### config.mk
export PLATFORM = sky130hd
export DESIGN_NAME = bus_term_mon
export DESIGN_NICKNAME = d
export VERILOG_FILES = /design/src/rtl/bus_term_pkg.sv /design/src/rtl/tea_sampler.sv /design/src/rtl/cycle_timer.sv /design/src/rtl/term_decode.sv /design/src/rtl/bus_term_mon.sv
export SDC_FILE = /design/constraint.sdc
export NUM_CORES = 1
export LEC_CHECK = 0
export BUFFER_PORTS_ARGS = -buffer_cell sky130_fd_sc_hd__buf_2
export CORE_MARGIN = 1
export CORE_UTILIZATION = 60
export DETAILED_ROUTE_END_ITERATION = 7
export GPL_TIMING_DRIVEN = 1
export PLACE_DENSITY = 0.83
export SLEW_MARGIN = 10
export SYNTH_ARGS = -nofsm -noshare
export SYNTH_HDL_FRONTEND = slang
export SYNTH_SLANG_ARGS = --single-unit
### constraint.sdc
create_clock -name clk -period 6.6 [get_ports clk]
set_clock_uncertainty 0.2 [all_clocks]
set_input_delay 0.99 -clock clk [delete_from_list [all_inputs] [get_ports clk]]
set_output_delay 0.99 -clock clk [all_outputs]
set_load 0.005 [all_outputs]
### src/rtl/bus_term_pkg.sv
package bus_term_pkg;
   typedef enum logic [2:0] {
      ST_IDLE  = 3'd0,
      ST_RUN   = 3'd1,
      ST_TOUT  = 3'd2,
      ST_NEG   = 3'd3,
      ST_DRAIN = 3'd4
   } term_state_t;

   typedef enum logic [1:0] {
      OC_NONE    = 2'd0,
      OC_OK      = 2'd1,
      OC_ERR     = 2'd2,
      OC_TIMEOUT = 2'd3
   } term_outcome_t;
endpackage

### src/rtl/tea_sampler.sv
module tea_sampler #(
   parameter int STAGES = 1
) (
   input  logic clk,
   input  logic rst,
   input  logic tea_raw,
   output logic tea_late
);
   initial begin
      if (STAGES < 1 || STAGES > 2) $error("tea_sampler: STAGES must be 1 or 2");
   end

   generate
      if (STAGES == 1) begin : g_one
         logic q1;
         always_ff @(posedge clk) begin
            if (rst) q1 <= 1'b0;
            else     q1 <= tea_raw;
         end
         assign tea_late = q1;
      end else begin : g_two
         logic [1:0] qs;
         always_ff @(posedge clk) begin
            if (rst) qs <= '0;
            else     qs <= {qs[0], tea_raw};
         end
         assign tea_late = qs[1];
      end
   endgenerate
endmodule

### src/rtl/cycle_timer.sv
module cycle_timer #(
   parameter int CW = 8
) (
   input  logic          clk,
   input  logic          rst,
   input  logic          load,
   input  logic          run,
   input  logic          en,
   input  logic [CW-1:0] limit,
   output logic          expire
);
   localparam logic [CW-1:0] ONE = CW'(1);

   logic [CW-1:0] cnt_q;
   logic [CW-1:0] lim_q;
   logic          armed_q;

   initial begin
      if (CW < 2) $error("cycle_timer: CW must be at least 2");
   end

   always_ff @(posedge clk) begin
      if (rst) begin
         cnt_q   <= '0;
         lim_q   <= '0;
         armed_q <= 1'b0;
      end else if (load) begin
         cnt_q   <= '0;
         lim_q   <= limit;
         armed_q <= en && (limit != '0);
      end else if (run && cnt_q != '1) begin
         cnt_q <= cnt_q + ONE;
      end
   end

   assign expire = run && armed_q && (cnt_q == lim_q - ONE);
endmodule

### src/rtl/term_decode.sv
module term_decode
   import bus_term_pkg::*;
(
   input  logic          active,
   input  logic          ta,
   input  logic          tea_late,
   input  logic          early_err,
   input  logic          expire,
   output term_outcome_t outcome
);
   always_comb begin
      outcome = OC_NONE;
      if (active) begin
         if (tea_late || early_err) outcome = OC_ERR;
         else if (ta)               outcome = OC_OK;
         else if (expire)           outcome = OC_TIMEOUT;
      end
   end
endmodule

### src/rtl/bus_term_mon.sv
module bus_term_mon
   import bus_term_pkg::*;
#(
   parameter int CW         = 8,
   parameter int TEA_STAGES = 1
) (
   input  logic          clk,
   input  logic          rst,
   input  logic          start_i,
   input  logic          ta_i,
   input  logic          tea_ext_i,
   input  logic          int_busy_i,
   input  logic          mon_en_i,
   input  logic [CW-1:0] mon_limit_i,
   output logic          busy_o,
   output logic          done_o,
   output logic          err_o,
   output logic          to_flag_o,
   output logic          tea_oe_o,
   output logic          tea_out_o
);
   term_state_t   st_q;
   term_outcome_t oc;
   logic          early_q;
   logic          to_q;
   logic          tea_late;
   logic          expire;
   logic          accept;

   assign accept = (st_q == ST_IDLE) && start_i;

   tea_sampler #(.STAGES(TEA_STAGES)) u_samp (
      .clk(clk), .rst(rst), .tea_raw(tea_ext_i), .tea_late(tea_late)
   );

   cycle_timer #(.CW(CW)) u_tmr (
      .clk(clk), .rst(rst), .load(accept), .run(st_q == ST_RUN),
      .en(mon_en_i), .limit(mon_limit_i), .expire(expire)
   );

   term_decode u_dec (
      .active(st_q == ST_RUN), .ta(ta_i), .tea_late(tea_late),
      .early_err(early_q), .expire(expire), .outcome(oc)
   );

   always_ff @(posedge clk) begin
      if (rst) begin
         st_q    <= ST_IDLE;
         early_q <= 1'b0;
         to_q    <= 1'b0;
      end else begin
         unique case (st_q)
            ST_IDLE: if (start_i) begin
               st_q    <= ST_RUN;
               early_q <= tea_ext_i;
            end
            ST_RUN: begin
               unique case (oc)
                  OC_OK: begin
                     st_q <= ST_IDLE;
                     to_q <= 1'b0;
                  end
                  OC_ERR: begin
                     st_q <= int_busy_i ? ST_DRAIN : ST_IDLE;
                     to_q <= 1'b0;
                  end
                  OC_TIMEOUT: st_q <= ST_TOUT;
                  default: ;
               endcase
               if (oc != OC_NONE) early_q <= 1'b0;
            end
            ST_TOUT: begin
               st_q <= ST_NEG;
               to_q <= 1'b1;
            end
            ST_NEG:   st_q <= ST_IDLE;
            ST_DRAIN: if (!int_busy_i) st_q <= ST_IDLE;
            default:  st_q <= ST_IDLE;
         endcase
      end
   end

   assign done_o    = (st_q == ST_TOUT) || (oc == OC_OK) || (oc == OC_ERR);
   assign err_o     = (st_q == ST_TOUT) || (oc == OC_ERR);
   assign busy_o    = (st_q != ST_IDLE);
   assign to_flag_o = to_q;
   assign tea_oe_o  = (st_q == ST_TOUT) || (st_q == ST_NEG);
   assign tea_out_o = (st_q == ST_TOUT);
endmodule

Word-level counts from Yosys, hierarchy flattened
Index checks and enable logic that the tools add are counted.
- register bits: 23
- bits of input ports: 15
- output and inout port bits: 6
- $add $sub $neg: 2
- eq/ne operators: 14
- multiplexer cells: 14
- reductions and logical operators: 21
- operators with widths (operator ; number):
    3-bit one-hot mux with 4 select lines ; 1
    3-bit 2-to-1 mux ; 3
    3-bit one-hot mux with 3 select lines ; 1
    8-bit by 1-bit adder with 8-bit output (second input constant) ; 1
    8-bit == test ; 1
    2-bit 2-to-1 mux ; 4
    2-bit inequality test (second input constant) ; 4
    8-bit inequality test (second input constant) ; 1
    8-bit nonzero test ; 1
    8-bit by 1-bit subtractor with 8-bit output (second input constant) ; 1
    3-bit by 2-bit == test with 1-bit output (second input constant) ; 2
    3-bit AND reduction ; 2
    2-bit nonzero test ; 3
    1-bit logical AND ; 5
    1-bit logical OR ; 5
    2-bit == test (second input constant) ; 2
    4-bit inequality test (second input constant) ; 1
    1-bit one-hot mux with 2 select lines ; 2
    2-bit OR reduction ; 2
    3-bit by 1-bit == test with 1-bit output (second input constant) ; 1
    3-bit == test (second input constant) ; 1
    3-bit zero test ; 1
    1-bit 2-to-1 mux ; 3
    3-bit nonzero test ; 1
    other kinds (2) ; 2

Longest topological paths before layout
Gate-level depths: netlist of the first run.
- word-level depth: 11
- gate-level depth with buffers: 14

Hierarchy
A second synthesis of the first run with hierarchy kept.
- cell total of the unflattened synthesis: 160
- area total of the unflattened synthesis: 1405.1 sq um
- modules (own cells, without submodules) (module ; instances ; cells each ; area each (sq um) ; seq. area each (sq um)):
    cycle_timer ; 1 ; 115 ; 965.9 ; 340.3
    bus_term_mon ; 1 ; 39 ; 371.6 ; 100.1
    tea_sampler ; 1 ; 2 ; 33.8 ; 20.0
    term_decode ; 1 ; 4 ; 33.8 ; 0.0

Least setup slack after synthesis of the first run
No wires, ideal clock.
- kind: reg2out
- start: reg u_tmr.lim_q[0]
- end: out done_o
- data arrival time: 2592 ps
- data required time: 5410 ps
- slack: 2818 ps
- stages on the path, launching flop included: 12
- path buffers: 2
- cell sequence: dfxtp_1 > clkbuf_1 > inv_1 > ha_1 > clkbuf_2 > nor2b_1 > or3_1 > a31o_2 > a211oi_1 > o211ai_1 > ha_1 > or3_1
- longest elaborated chain between the ends: 10
- elaborated cells on any way between the ends: 11
- those cells by class: add/sub: 1; eq/ne: 3; mux: 4; reduce/logical: 3
- ends and longest elaborated chain (element ; line ; text):
    start: declaration ; cycle_timer.sv:15 ; logic [CW-1:0] lim_q;
    start signal: assignment ; cycle_timer.sv:29 ; lim_q <= limit;
    8-bit by 1-bit subtractor with 8-bit output * ; cycle_timer.sv:36 ; assign expire = run && armed_q && (cnt_q == lim_q - ONE);
    8-bit == test * ; cycle_timer.sv:36 ;
    1-bit logical AND * ; cycle_timer.sv:36 ;
    2-bit 2-to-1 mux * ; term_decode.sv:16 ; else if (expire) outcome = OC_TIMEOUT;
    2-bit 2-to-1 mux * ; term_decode.sv:15 ; else if (ta) outcome = OC_OK;
    2-bit 2-to-1 mux * ; term_decode.sv:14 ; if (tea_late || early_err) outcome = OC_ERR;
    2-bit 2-to-1 mux * ; term_decode.sv:13 ; if (active) begin
    2-bit by 1-bit == test with 1-bit output ; bus_term_mon.sv:83 ; assign done_o = (st_q == ST_TOUT) || (oc == OC_OK) || (oc == OC_ERR);
    1-bit logical OR ; bus_term_mon.sv:83 ;
    1-bit logical OR * ; bus_term_mon.sv:83 ;
    end: declaration ; bus_term_mon.sv:16 ; output logic done_o,
Every way passes the cells marked *; elsewhere a longest branch is shown, timed or not.

Worst setup path after layout of the first run
Same ends and word-level chain as after synthesis.

==> run_results.csv, run 1 <==
group,metric,value,unit
outcome,status,"completed",
yosys,synth_area_per_cell,8.059,µm²
timing,rsz0062_at_grt,"no",
global_route,grt_pass1_vias,1226,
floorplan,core_area,2233,µm²
power_and_ir_drop,p_switching,82.76,µW
timing,min_period,4.380,ns
floorplan,die_x,51.04,µm
worst_setup_path,critPathRequiredTime,5.41,ns
worst_setup_path,r2r-start,"u_tmr.lim_q[0]",
global_route,grt_max_degree,17,
timing,max_freq,0.2283,GHz
flow_run,maxCapViolCount,0,
clock_network,cts.repair.resized,0,
floorplan,ios,21,
worst_setup_path,crit_arrival,3.19,ns
yosys,async_flop_share,0,
yosys,yosysUniqueCellTypes,44,
yosys,synth_area_leader_cell,"dfxtp_1",
yosys,synth-edff-count,0,
clock_network,hold_buffers,0,
floorplan,start_util,0.6459,
worst_setup_path,endpoint_kind,"primary output",
timing,hold_slack,0.2767,ns
yosys,synth_top_area_share,0.3192,
yosys,synth_ff_type,"dfxtp_1",
global_route,gr-total-overflow,0,
final_layout,fillers,185,
route,ant_nets,0,
timing,tightest_slew,0.6030,ns
worst_setup_path,r2r_slack,2.92,ns
yosys,synth_area,1443,µm²
clock_network,clock_latency,0.32,ns
route,wirelength,3032,µm
clock_network,post_cts_buffers,0,
final_layout,final_cell_count_no_fill,220,
yosys,synth_cells,179,
yosys,synth_nets,201,
yosys,synth_seq_cells,23,
timing,drv_slew,0,
power_and_ir_drop,combPwrFrac,0.197,
timing,setup_ws,2.220,ns
floorplan,num_rows,17,
final_layout,layout-drive-gt1-share,0.1615,
power_and_ir_drop,intPower,191.6,µW
worst_setup_path,cp_max_fo,8,
clock_network,clk_pin_slew,0.13,ns
yosys,yosysSeqAreaShare,0.3192,
place,dp.cells,216,
yosys,yosys_warnings,0,
global_route,grt_pass1_wl,5306,µm
clock_network,cts.htree.levels,1,
timing,period_share,0.6636,
clock_network,cts_max_path_buffers,2,
global_route,grtUsageTotal,0.2751,
timing,hold_viol,0,
power_and_ir_drop,switching_share,0.3017,
route,wl_per_cell,13.78,µm
clock_network,cts_tree,"built",
route,drt_iter0_markers,33,
power_and_ir_drop,pwr-share-seq,0.555,
power_and_ir_drop,ir_drop,0.1338,mV
floorplan,die_h,51.04,µm
final_layout,seq_area,460.4,µm²
clock_network,cts-root-buf,"clkbuf_4",
timing,finalSetupViolCount,0,
worst_setup_path,crit_path_start,"u_tmr.lim_q[0]",
min_path,min_path_type,"reg2reg",
place,portBuffers,20,
timing,tns,0,ns
place,place.gp.congestion,0.8790,
route,vias,1306,
power_and_ir_drop,cellLeakagePower,0.6465,nW
place,hpwl,2319,µm
yosys,synth_common_cells,"nand2_1, dfxtp_1, a21oi_1",
route,remaining_drc_errors,0,
route,via_per_inst,5.936,
final_layout,multi_input_area,914.6,µm²
timing,relSlewSlack,0.5958,
worst_setup_path,critPathLaunchType,"flop",
final_layout,nNetsFinal,215,
yosys,synth.most_common_cell,"nand2_1",
power_and_ir_drop,power_density,176.2,nW/µm²
clock_network,cts_made_buffers,3,
power_and_ir_drop,power,274.3,µW
place,post-place-ws,2.623,ns
final_layout,area_growth,7.892,%
final_layout,antenna_cells,0,
power_and_ir_drop,pwr-share-clk,0.248,
worst_setup_path,crit_type,"reg2out",
clock_network,cts_num_sinks,23,
floorplan,dieArea,2605,µm²
yosys,ys_top_cells_by_area,"dfxtp_1, nand2_1, a21oi_1",
global_route,antenna_found_initial,0,
min_path,hold_start,"u_tmr.armed_q",
route,first_pass_iters,4,
## cell type report
class | count | area share
tap | 28 | 0.02251
clock inverter | 1 | 0.003215
inverter | 5 | 0.01206
clock buffer | 3 | 0.01447
timing repair buffer | 20 | 0.06431
multi-input combinational | 140 | 0.5876
sequential | 23 | 0.2958
## final timing paths
check,to,depth (start not counted)
max,done_o,10
min,u_tmr.armed_q,2
max reg2reg,st_q[2],12
min reg2reg,u_tmr.armed_q,2
## worst max-delay path: stages (launching register included)
cell and delay [ns]:
dfxtp_1 0.50, inv_1 0.08, ha_1 0.29, nor2b_1 0.16
or3_1 0.35, a31o_2 0.26, a211oi_1 0.32, o211ai_1 0.16
ha_1 0.26, or3_1 0.36, buf_2 0.13
## per-stage QoR
stage            util  cell area [µm²]
3_3_place_gp   0.6846             1529
5_1_grt        0.6969             1556
4_1_cts        0.6969             1556
2_1_floorplan       -             1443
6_report       0.6969             1556
3_5_place_dp   0.6846             1529
## metal layers
metal	vias to the layer above	track usage	part of all wire	routed length [µm]
li1	650	-	-	-
met1	599	0.3535	0.45	1358
met2	51	0.4496	0.47	1423
met3	6	0.03571	0.062	187
met4	0	0.1343	0.020	62
met5	-	0	0	0
## power groups by stage
stage | clock (mW) | sequential [mW] | combinational [mW]
CTS | 0.0698 | 0.152 | 0.0539
finish | 0.0681 | 0.152 | 0.0540
detailed placement | 0 | 0.155 | 0.0536
global placement | 0 | 0.155 | 0.0516
global route | 0.0759 | 0.153 | 0.0607
floorplan | 0 | 0.152 | 0.0426
## cells by family (layout without fill, tap and decap cells)
| kind of cell | Yosys count | count (layout) | share of synthesized area |
|---|---|---|---|
| AND/OR/NAND/NOR | 78 | 78 | 0.2853 |
| flip-flops | 23 | 23 | 0.3192 |
| buffers and inverters | 16 | 29 | 0.04684 |
| multiplexers | 1 | 1 | 0.006939 |
| adder cells (fa/ha/maj) | 7 | 7 | 0.06071 |
| AO/OA/AOI/OAI | 39 | 39 | 0.1899 |
| XOR/XNOR | 15 | 15 | 0.09106 |
## layout by cell type (no fill, tap or decap), types with 2 or more instances in the layout
master / synthesis / final
o21bai_1: 2 / 2
nor3_1: 7 / 7
o21ai_0: 3 / 3
nand4_1: 3 / 3
and4_1: 2 / 2
clkbuf_4: 0 / 3
nand3_1: 3 / 3
nor2b_1: 5 / 5
a211oi_1: 2 / 2
inv_1: 5 / 5
a21oi_1: 18 / 18
nor2_1: 13 / 13
or3_1: 4 / 4
nand2_1: 25 / 25
dfxtp_1: 23 / 23
nand2b_1: 4 / 4
ha_1: 7 / 7
and3_1: 3 / 3
xor2_1: 10 / 10
o211ai_1: 3 / 3
xnor2_1: 5 / 5
nor4_1: 2 / 2
buf_2: 2 / 20
## state kept, by name (all words and copies together) (netlist names)
name and cells:
u_tmr.cnt_q 8, u_samp.tea_late 1, u_tmr.armed_q 1, u_tmr.lim_q 8, to_flag_o 1, st_q 3
early_q 1
Note: power is estimated with default switching activity, not from simulation.
==> run 2, diff against run 1 <==
--- a/config.mk
+++ b/config.mk
@@ -7,10 +7,10 @@
 export LEC_CHECK = 0
 export BUFFER_PORTS_ARGS = -buffer_cell sky130_fd_sc_hd__buf_2
 export CORE_MARGIN = 1
-export CORE_UTILIZATION = 60
+export CORE_UTILIZATION = 51
 export DETAILED_ROUTE_END_ITERATION = 7
 export GPL_TIMING_DRIVEN = 1
-export PLACE_DENSITY = 0.83
+export PLACE_DENSITY = 0.75
 export SLEW_MARGIN = 10
 export SYNTH_ARGS = -nofsm -noshare
 export SYNTH_HDL_FRONTEND = slang
==> constraint.sdc (replaced) <==
create_clock -name clk -period 4 [get_ports clk]
set_clock_uncertainty 0.2 [all_clocks]
set_input_delay 0.6 -clock clk [delete_from_list [all_inputs] [get_ports clk]]
set_output_delay 0.6 -clock clk [all_outputs]
set_load 0.005 [all_outputs]
==> run 2 against run 1 <==
  * Clock power increased by 60%
  * Non-clock buffer count is the same
  * Sequential share of layout area is 0.086 points lower
  * Combinational power is 71% higher
  * Critical path depth unchanged
  * Design area rose by 0.56%
  * Sequential power up 65%
  * Wire length down 0.79%
  * Hold slack better by 0.0044 ns
  * Setup slack worse by 2.0 ns
  * Count of clock-buffer cells in the layout unchanged
  * Largest cell class unchanged
  * Largest power group unchanged
==> run_results.csv, run 2 (synthesized netlist as in run 1, its figures left out) <==
group,metric,value,unit
worst_setup_path,rr_worst_depth,12,
min_path,hold_start,"u_tmr.armed_q",
worst_setup_path,cp_cell_sequence,"inv_1 > ha_1 > nor2b_1 > or3_1 > a31o_2 > a211oi_2 > o211ai_1 > ha_1 > or3_1 > buf_2",
route,first_pass_iters,4,
place,hpwl,2259,µm
worst_setup_path,r2r-start,"u_tmr.lim_q[1]",
route,remaining_drc_errors,0,
floorplan,ios,21,
final_layout,nNetsFinal,215,
worst_setup_path,critPathRequiredTime,3.20,ns
final_layout,final_common_cell,"nand2_1",
timing,relSlewSlack,0.6110,
timing,finalSetupViolCount,0,
clock_network,hold_buffers,0,
route,via_per_inst,5.820,
final_layout,antenna_cells,0,
worst_setup_path,crit_type,"reg2out",
timing,hold_slack,0.2811,ns
clock_network,cts_max_path_buffers,2,
route,wl_met2,1425,µm
clock_network,clock_latency,0.31,ns
global_route,grt_max_degree,17,
floorplan,start_util,0.5619,
global_route,grt_pass1_vias,1180,
worst_setup_path,r2r_slack,0.61,ns
global_route,antenna_found_initial,0,
worst_setup_path,cp_max_fo,8,
worst_setup_path,slowest_delay,0.43,ns
timing,hold_viol,0,
timing,tns,0,ns
timing,rsz0062_at_grt,"no",
final_layout,fillers,239,
global_route,grtUsageTotal,0.2324,
min_path,holdPathEnd,"u_tmr.armed_q",
worst_setup_path,critPathBufInv,2,
min_path,min_path_type,"reg2reg",
clock_network,cts_num_sinks,23,
worst_setup_path,critical-path-top-delay-family,"simple AND/OR/NAND/NOR gates",
final_layout,layout-drive-gt1-share,0.1719,
floorplan,num_rows,18,
clock_network,cts.repair.resized,0,
route,ant_nets,0,
floorplan,die_h,55.19,µm
place,place.gp.congestion,0.8072,
worst_setup_path,endpoint_kind,"primary output",
clock_network,cts.htree.levels,1,
route,vias,1292,
place,portBuffers,20,
clock_network,clk_pin_slew,0.13,ns
global_route,grt_pass1_wl,5071,µm
min_path,min_delay_path_depth,2,
worst_setup_path,critPathLaunchType,"flop",
route,drt_iter0_markers,35,
flow_run,maxCapViolCount,0,
clock_network,cts-root-buf,"clkbuf_4",
route,top_layer_used,"met4",
power_and_ir_drop,power_density,289.3,nW/µm²
timing,drv_slew,0,
power_and_ir_drop,ir_drop,0.1972,mV
clock_network,cts_made_buffers,3,
route,wl_met1,1427,µm
worst_setup_path,crit_path_start,"u_tmr.lim_q[1]",
worst_setup_path,worstReg2RegEnd,"st_q[2]",
timing,max_freq,0.2623,GHz
route,wl_per_cell,13.55,µm
floorplan,die_x,55.19,µm
worst_setup_path,cp_slowest_cell,"dfxtp_1",
final_layout,reg.largest.list,"u_tmr.cnt_q (8), u_tmr.lim_q (8), st_q (3)",
power_and_ir_drop,cellLeakagePower,0.6471,nW
final_layout,area_growth,8.499,%
clock_network,post_cts_buffers,0,
route,wirelength,3008,µm
global_route,gr-total-overflow,0,
final_layout,layout_common_cells,"nand2_1, dfxtp_1, buf_2",
timing,period_share,0.9530,
floorplan,dieArea,3045,µm²
route,routed-wl-met3,116,µm
outcome,status,"completed",
floorplan,core_area,2567,µm²
timing,min_period,3.812,ns
clock_network,cts_tree,"built",
timing,tightest_slew,0.5804,ns
worst_setup_path,crit_arrival,3.01,ns
run 2: worst min-delay path, cell delays in order, from the launching register on:
cell and delay, ns:
dfxtp_1 0.34, nand2_1 0.05, a21oi_1 0.05
run 2: layout make-up:
type / instances / area [µm²] / area share
Clock inverter: 1 / 5.005 / 0.003197
Timing Repair Buffer: 20 / 100.1 / 0.06395
Clock buffer: 3 / 22.52 / 0.01439
Tap cell: 30 / 37.54 / 0.02398
Sequential cell: 23 / 461.7 / 0.2950
Inverter: 5 / 18.77 / 0.01199
Multi-Input combinational cell: 140 / 919.6 / 0.5875
run 2: worst max path at each step:
stage	endpoint	slack [ns]	cells after the start
2_1_floorplan	done_o	0.61	11
3_3_place_gp	done_o	0.56	10
3_5_place_dp	done_o	0.44	10
4_1_cts	done_o	0.07	10
5_1_grt	done_o	0.02	10
6_report	done_o	0.19	10
run 2: through the flow:
stage          worst slack, ns  area [µm²]  cells  power [mW]    util
3_3_place_gp            0.5641        1531    218      0.3414  0.5965
3_5_place_dp            0.4427        1531    218      0.3456  0.5965
4_1_cts                0.07429        1559    222      0.4547  0.6072
6_report                0.1878        1565    222      0.4529  0.6096
2_1_floorplan           0.6079        1443    179      0.3207       -
5_1_grt                0.02444        1565    222      0.4779  0.6096
run 2: layer usage:
layer,up-vias,global-route usage
li1,659,-
met1,597,0.3010
met2,32,0.3775
met3,4,0.03279
met4,0,0.1083
met5,-,0
run 2: power breakdown:
group,internal (mW),switching (mW)
Combinational,0.0413,0.0511
Clock,0.0373,0.0722
Sequential,0.238,0.0131
Total,0.317,0.136
